--- config.mk ---
export PLATFORM = sky130hd
export DESIGN_NAME = usb_ep_irq_reg
export DESIGN_NICKNAME = d
export VERILOG_FILES = /design/src/rtl/usb_ep_irq_pkg.sv /design/src/rtl/ep_set_decode.sv /design/src/rtl/ep_req_bit.sv /design/src/rtl/irq_combine.sv /design/src/rtl/usb_ep_irq_reg.sv
export SDC_FILE = /design/constraint.sdc
export NUM_CORES = 1
export LEC_CHECK = 0
export CAP_MARGIN = 30
export CORE_AREA = 3 3 40 42
export DETAILED_ROUTE_END_ITERATION = 10
export DIE_AREA = 0 0 43 45
export DONT_BUFFER_PORTS = 1
export PLACE_DENSITY = 0.41
export REMOVE_ABC_BUFFERS = 1
export SKIP_CTS_REPAIR_TIMING = 1
export SYNTH_ARGS = -nofsm -noshare
export SYNTH_HDL_FRONTEND = slang
export SYNTH_SLANG_ARGS = --single-unit
--- constraint.sdc ---
create_clock -name clk -period 0.83 [get_ports clk]
set_input_delay 0.1245 -clock clk [delete_from_list [all_inputs] [get_ports clk]]
set_output_delay 0.1245 -clock clk [all_outputs]
set_load 0.01 [all_outputs]
--- src/rtl/usb_ep_irq_pkg.sv ---
package usb_ep_irq_pkg;
  typedef enum logic [1:0] {
    EP_ISO_OUT  = 2'd0,
    EP_BULK_IN  = 2'd1,
    EP_BULK_OUT = 2'd2,
    EP_ISO_IN   = 2'd3
  } ep_kind_e;

  typedef struct packed {
    logic rdy;
    logic ovf;
    logic ierr;
    logic done;
    logic undr;
  } ep_src_t;

  localparam int KIND_W = 2;
endpackage

--- src/rtl/ep_set_decode.sv ---
module ep_set_decode
  import usb_ep_irq_pkg::*;
#(
  parameter logic [KIND_W-1:0] KIND = EP_ISO_OUT
) (
  input  ep_src_t src,
  output logic    set_raw
);
  generate
    if (KIND == EP_ISO_OUT) begin : g_iso_out
      assign set_raw = src.rdy | src.ovf | src.ierr;
    end else if (KIND == EP_BULK_IN) begin : g_bulk_in
      assign set_raw = src.done;
    end else if (KIND == EP_BULK_OUT) begin : g_bulk_out
      assign set_raw = src.rdy;
    end else begin : g_iso_in
      assign set_raw = src.done | src.undr;
    end
  endgenerate
endmodule

--- src/rtl/ep_req_bit.sv ---
module ep_req_bit (
  input  logic clk,
  input  logic rst_n,
  input  logic set_raw,
  input  logic masked,
  input  logic clr,
  output logic pend
);
  logic set_ok;
  assign set_ok = set_raw & ~masked;

  always_ff @(posedge clk or negedge rst_n) begin
    if (!rst_n)      pend <= 1'b0;
    else if (set_ok) pend <= 1'b1;
    else if (clr)    pend <= 1'b0;
  end
endmodule

--- src/rtl/irq_combine.sv ---
module irq_combine #(
  parameter int N = 7
) (
  input  logic [N-1:0] pend,
  output logic         irq
);
  assign irq = |pend;
endmodule

--- src/rtl/usb_ep_irq_reg.sv ---
module usb_ep_irq_reg
  import usb_ep_irq_pkg::*;
#(
  parameter int NUM_EP = 7,
  parameter logic [NUM_EP*KIND_W-1:0] EP_KINDS = 14'b01_00_11_10_01_01_00
) (
  input  logic              clk,
  input  logic              rst_n,
  input  logic [NUM_EP-1:0] pkt_rdy,
  input  logic [NUM_EP-1:0] rx_ovf,
  input  logic [NUM_EP-1:0] iso_err,
  input  logic [NUM_EP-1:0] pkt_done,
  input  logic [NUM_EP-1:0] tx_undr,
  input  logic [NUM_EP-1:0] mask,
  input  logic              wr_en,
  input  logic [NUM_EP-1:0] wr_data,
  output logic [NUM_EP-1:0] rd_data,
  output logic              irq
);
  logic [NUM_EP-1:0] clr_vec;
  logic [NUM_EP-1:0] set_vec;

  assign clr_vec = wr_en ? wr_data : '0;

  for (genvar i = 0; i < NUM_EP; i++) begin : g_ep
    ep_src_t src;
    assign src = '{rdy: pkt_rdy[i], ovf: rx_ovf[i], ierr: iso_err[i],
                   done: pkt_done[i], undr: tx_undr[i]};

    ep_set_decode #(.KIND(EP_KINDS[i*KIND_W +: KIND_W])) u_dec (
      .src     (src),
      .set_raw (set_vec[i])
    );

    ep_req_bit u_bit (
      .clk     (clk),
      .rst_n   (rst_n),
      .set_raw (set_vec[i]),
      .masked  (mask[i]),
      .clr     (clr_vec[i]),
      .pend    (rd_data[i])
    );
  end

  irq_combine #(.N(NUM_EP)) u_or (
    .pend (rd_data),
    .irq  (irq)
  );
endmodule

==> impl_metrics.csv, run 1 <==
group,metric,value,unit
outcome,status,"complete, but fails checks",
outcome,violations,"setup timing",
sta,report.final.slew_viol_count,0,
route,totalWireLength,975,microns
layout,fill_cells,136,
route,via_per_inst,5.07,
route,drt_iter0_drc,3,
synth,avgSynthCellArea,9.45,sq um
grt,grt_pass1_vias,308,
layout,top_regs,"g_ep.u_bit.pend (7)",
layout,drive_above_1_share,23.9,%
route,wl_per_cell,16.0,microns
clock_network,cts_tree,"yes",
placed_design,routabilityCongestion,0.712,
power_and_ir_drop,vdd_drop_max,0.948,mV
worst_setup_path,cp-end-kind,"primary output",
die,io-pin-count,60,
run,max_cap_viol_count,0,
synth,netlist_top_cells_count,"nand2_1, buf_4, dfrtp_1, a22o_1, inv_1",
grt,track_usage,10.3,%
sta,fin_ws,-0.361,ns
sta,fmax,840,MHz
sta,setup_violations,9,
clock_network,cts_buffer_depth,2,
sta,period_share,144,%
worst_setup_path,worst_r2r_endpoint,"g_ep[2].u_bit.pend",
sta,rsz0062_at_grt,"yes",
synth,netlist_instances,38,
grt,grt_pass1_wl,1430,microns
placed_design,dp_cells,53,
worst_setup_path,crit_path_end,"irq",
power_and_ir_drop,leakage,0.214,nW
sta,maxSlewHeadroom,78.1,%
layout,antenna_cells,0,
worst_setup_path,cp_data_required_time,0.71,ns
clock_network,cts.clk_slew.worst_paths,0.05,ns
grt,grt_max_degree,8,
die,core_region_area,1280,sq um
layout,final_cells,61,
layout,syn_to_final_growth,30.7,%
worst_setup_path,cp_data_arrival_time,1.07,ns
synth,async_reset_ff_share,100,%
synth,synth_top_area_share,48.8,%
clock_network,clock_latency,0.24,ns
die,start_util,27.9,%
grt,antenna_found_initial,0,
synth,synth.most_common_cell,"nand2_1",
die,die_w,43,microns
synth,seq_area_frac_synth,48.8,%
worst_setup_path,cp_max_fo,2,
synth,synth_seq_cells,7,
sta,tightestPinTransition,0.327,ns
synth,yosysUniqueCellTypes,9,
worst_setup_path,rr_startpoint,"g_ep[2].u_bit.pend",
sta,skew,0,ns
layout,finalNetCount,99,
synth,synthFlopType,"dfrtp_1",
grt,grt_overflow,0,
worst_setup_path,startpoint,"g_ep[2].u_bit.pend",
synth,synth_top_cell_by_area,"dfrtp_1",
clock_network,cts_buffers,3,
placed_design,dp_hpwl,806,microns
worst_setup_path,r2r_setup_slack,-0.03,ns
clock_network,cts_num_sinks,7,
placed_design,place_ws,-0.124,ns
layout,ff_latch_area,175,sq um
die,num_rows,13,
layout,fin_util,36.5,%
worst_setup_path,path_class,"reg -> out",
min_path,hold_class,"in -> reg",
worst_setup_path,worst_setup_path_start_kind,"flip-flop",
worst_setup_path,rr_worst_depth,2,
layout,largest_reg_flops,7,
layout,multi_input_area,123,sq um
route,drt_pass1_iterations,3,
synth,synth_edf_count,0,
placed_design,port_buffers,0,
route,drc_errors,0,
layout,regMostFlops,"g_ep.u_bit.pend",
sta,hold_viol,0,
route,ant_nets,0,
synth,yosysWarnings,0,
sta,min_period,1.19,ns
power_and_ir_drop,powerDensity,1870,nW/um^2
synth,synth_area_leaders,"dfrtp_1, buf_4, a22o_1, nand2_1, o2bb2ai_1",
route,vias,309,
synth,syn_area,359,sq um
die,die_y,45,microns
die,die_area,1940,sq um
clock_network,cts_root_buf,"clkbuf_4",
clock_network,htree_levels,1,
==> worst max-delay path, cell delays in order (launching register included) <==
cell     delay (ns)
dfrtp_1        0.39
nor4_2         0.29
nand2_1        0.14
==> worst min-delay path by stage <==
stage	depth (start not counted)	to	startpoint	slack (ns)
after floorplan	0	g_ep[0].u_bit.pend	rst_n	-0.17
after global placement	0	g_ep[2].u_bit.pend	rst_n	-0.17
after detailed placement	0	g_ep[6].u_bit.pend	rst_n	-0.17
after CTS	0	g_ep[6].u_bit.pend	rst_n	-0.44
after global routing	1	g_ep[6].u_bit.pend	pkt_done[6]	0.003
final	1	g_ep[6].u_bit.pend	pkt_done[6]	0.02
==> cells by family (layout without fill, tap and decap cells) <==
logic type / count (synthesis) / after routing / share of synthesized area, %
buffers and inverters: 11 / 19 / 18.8
AND/OR/NAND/NOR: 13 / 13 / 15.3
flip-flops: 7 / 7 / 48.8
AO/OA/AOI/OAI: 7 / 7 / 17.1
==> cells in the final DEF, fill, tap and decap left out <==
| cell | count |
|---|---|
| nor3_1 | 3 |
| clkbuf_4 | 3 |
| o2bb2ai_1 | 3 |
| inv_1 | 4 |
| nand2_1 | 8 |
| a22o_1 | 4 |
| clkbuf_1 | 1 |
| dlygate4sd3_1 | 4 |
| nor2_1 | 1 |
| nor4_2 | 1 |
| dfrtp_1 | 7 |
| buf_6 | 5 |
| buf_4 | 2 |
==> where the power goes <==
part           leakage [nW]  internal [mW]  total (mW)  switching [mW]
clock network        0.0150          0.183       0.295           0.112
registers            0.0765          0.378       0.409          0.0307
logic                 0.123          0.104       0.174          0.0705
total                 0.214          0.665       0.878           0.213
==> per-layer routing <==
layer  track usage, %  wire length [microns]
met2             16.8                    472
met1             9.65                    357
met4             3.61                      0
met5                0                      0
met3             8.76                    146
==> metrics by stage <==
step / setup TNS, ns / hold WS (ns) / instance area (sq um) / power [mW]
finish: -0.873 / 0.0158 / 469 / 0.878
global route: -1.21 / 0.00282 / 469 / 0.939
CTS: -0.935 / -0.439 / 404 / 0.848
detailed placement: -0.124 / -0.171 / 378 / 0.544
global placement: -0.118 / -0.171 / 378 / 0.539
floorplan: -0.0835 / -0.171 / 307 / 0.470
==> cell type report <==
| cell class | instances | area share [%] |
|---|---|---|
| flip-flops and latches | 7 | 37.3 |
| multi-input cells | 20 | 26.1 |
| repair buffers | 11 | 23.7 |
| clock buffers | 4 | 5.60 |
| well taps | 15 | 4.00 |
| inverters | 4 | 3.20 |
No activity file was read; power rests on OpenSTA's default activity.
==> run 2, diff against run 1 <==
--- a/config.mk
+++ b/config.mk
@@ -7,6 +7,8 @@
 export LEC_CHECK = 0
 export CAP_MARGIN = 30
 export CORE_AREA = 3 3 40 42
+export CTS_BUF_LIST = sky130_fd_sc_hd__clkbuf_8
+export CTS_CLUSTER_SIZE = 24
 export DETAILED_ROUTE_END_ITERATION = 10
 export DIE_AREA = 0 0 43 45
 export DONT_BUFFER_PORTS = 1
==> run 2 against run 1 <==
Net effect:
- the run ends with hold timing, setup timing left
- setup slack better by 0.044 ns
- global-route usage up 0.42 points
- fmax is 3.8% higher
- critical path type unchanged
- combinational power is essentially flat
- sequential cell count stayed put
- sequential share of layout area down 0.68 points
==> impl_metrics.csv, run 2 (synthesis gave the netlist of run 1 again) <==
group,metric,value,unit
placed_design,port_buffers,0,
route,ant_nets,0,
layout,largest_reg_flops,7,
layout,antenna_cells,0,
grt,grt_overflow,0,
worst_setup_path,worst_setup_path_start_kind,"flip-flop",
worst_setup_path,max_stage_delay,0.38,ns
sta,fmax,872,MHz
route,drt_iter0_drc,1,
die,die_y,45,microns
worst_setup_path,worst_path_max_delay_cell,"dfrtp_1",
grt,use_met2,17.1,%
route,via_per_inst,4.97,
min_path,holdPathStages,1,
grt,use_met3,8.76,%
placed_design,dp_hpwl,806,microns
clock_network,cts.clk_slew.worst_paths,0.04,ns
sta,maxSlewHeadroom,78.3,%
sta,whs,-0.000297,ns
worst_setup_path,crit_chain,"nor4_2 -> nand2_1",
clock_network,htree_levels,1,
sta,min_period,1.15,ns
grt,track_usage,10.8,%
power_and_ir_drop,finalPower,1.04,mW
layout,top_regs,"g_ep.u_bit.pend (7)",
layout,final_cell_mix,"nand2_1, dfrtp_1, inv_1, buf_6, a22o_1",
die,io-pin-count,60,
grt,grt_max_degree,8,
route,drt_pass1_iterations,2,
sta,report.final.slew_viol_count,0,
die,die_w,43,microns
worst_setup_path,rr_worst_depth,2,
clock_network,cts_buffers,3,
placed_design,routabilityCongestion,0.712,
route,vias,298,
worst_setup_path,path_class,"reg -> out",
clock_network,cts_buffer_depth,2,
route,drc_errors,0,
placed_design,place_ws,-0.124,ns
run,max_cap_viol_count,0,
sta,skew,0,ns
layout,drive_above_1_share,24.4,%
layout,finalNetCount,98,
worst_setup_path,cp_data_arrival_time,1.02,ns
grt,gr-max-usage-layer,"met2",
min_path,hold_class,"in -> reg",
grt,grt_pass1_vias,314,
outcome,status,"complete, but fails checks",
route,wl_per_cell,15.7,microns
sta,period_share,138,%
power_and_ir_drop,leakage,0.222,nW
route,totalWireLength,939,microns
sta,setup_violations,9,
die,core_region_area,1280,sq um
clock_network,cts_root_buf,"clkbuf_8",
layout,final_common_cell,"nand2_1",
sta,fin_ws,-0.317,ns
grt,use_met1,9.90,%
clock_network,cts_num_sinks,7,
sta,hold_viol,1,
grt,antenna_found_initial,0,
die,start_util,27.9,%
worst_setup_path,cp_data_required_time,0.71,ns
worst_setup_path,cp_max_fo,2,
clock_network,clock_latency,0.22,ns
layout,syn_to_final_growth,33.1,%
sta,tightestPinTransition,0.325,ns
layout,regMostFlops,"g_ep.u_bit.pend",
grt,grt_pass1_wl,1460,microns
power_and_ir_drop,powerDensity,2180,nW/um^2
sta,rsz0062_at_grt,"yes",
die,num_rows,13,
worst_setup_path,cp-end-kind,"primary output",
die,die_area,1940,sq um
power_and_ir_drop,vdd_drop_max,1.10,mV
outcome,violations,"hold timing, setup timing",
clock_network,cts_tree,"yes",
run 2: cell types whose count changed in the layout (fill, tap and decap cells not counted), sizes merged:
cell,delta
inv,+1
dlygate4sd3,-1
clkbuf,-1
run 2: worst paths after layout:
path                       slack (ns)                from            endpoint
setup / recovery                -0.32  g_ep[2].u_bit.pend                 irq
hold / removal                -0.0003             mask[4]  g_ep[4].u_bit.pend
setup reg to reg                -0.02  g_ep[2].u_bit.pend  g_ep[2].u_bit.pend
hold reg to reg                  0.56  g_ep[3].u_bit.pend  g_ep[3].u_bit.pend
max in group asynchronous        0.35               rst_n  g_ep[0].u_bit.pend
min in group asynchronous        0.23               rst_n  g_ep[6].u_bit.pend
run 2: per-layer routing:
metal / share of wire (%) / up-vias
li1: - / 137
met1: 35 / 132
met2: 48 / 29
met3: 17 / 0
met4: 0 / 0
met5: 0 / -
run 2: area by class of cell:
class | count | area, sq um
clock buffer | 3 | 41.3
clock inverter | 1 | 3.75
fill | 137 | 807
inverter | 4 | 15.0
multi-input combinational | 20 | 123
sequential | 7 | 175
tap | 15 | 18.8
timing repair buffer | 10 | 101
run 2: where the power goes:
group          leakage, nW  internal [mW]  total, mW  switching, mW
logic                0.118          0.101      0.171         0.0698
registers           0.0765          0.379      0.407         0.0282
clock network       0.0269          0.319      0.463          0.143
total                0.222          0.799       1.04          0.241
run 2: worst max-delay path, delay by kind of cell, from the launching register on:
kind | cells | cell delay (ns)
and+or+nand+nor | 2 | 0.42
DFF | 1 | 0.38
run 2: stage by stage:
step           std cells  instance area, sq um  TNS, ns  utilization, %
4_1_cts               57                   423   -0.736            32.9
5_1_grt               60                   478   -0.930            37.2
3_3_place_gp          53                   378   -0.118            29.4
3_5_place_dp          53                   378   -0.124            29.4
6_report              60                   478   -0.635            37.2
2_1_floorplan         31                   307  -0.0835               -
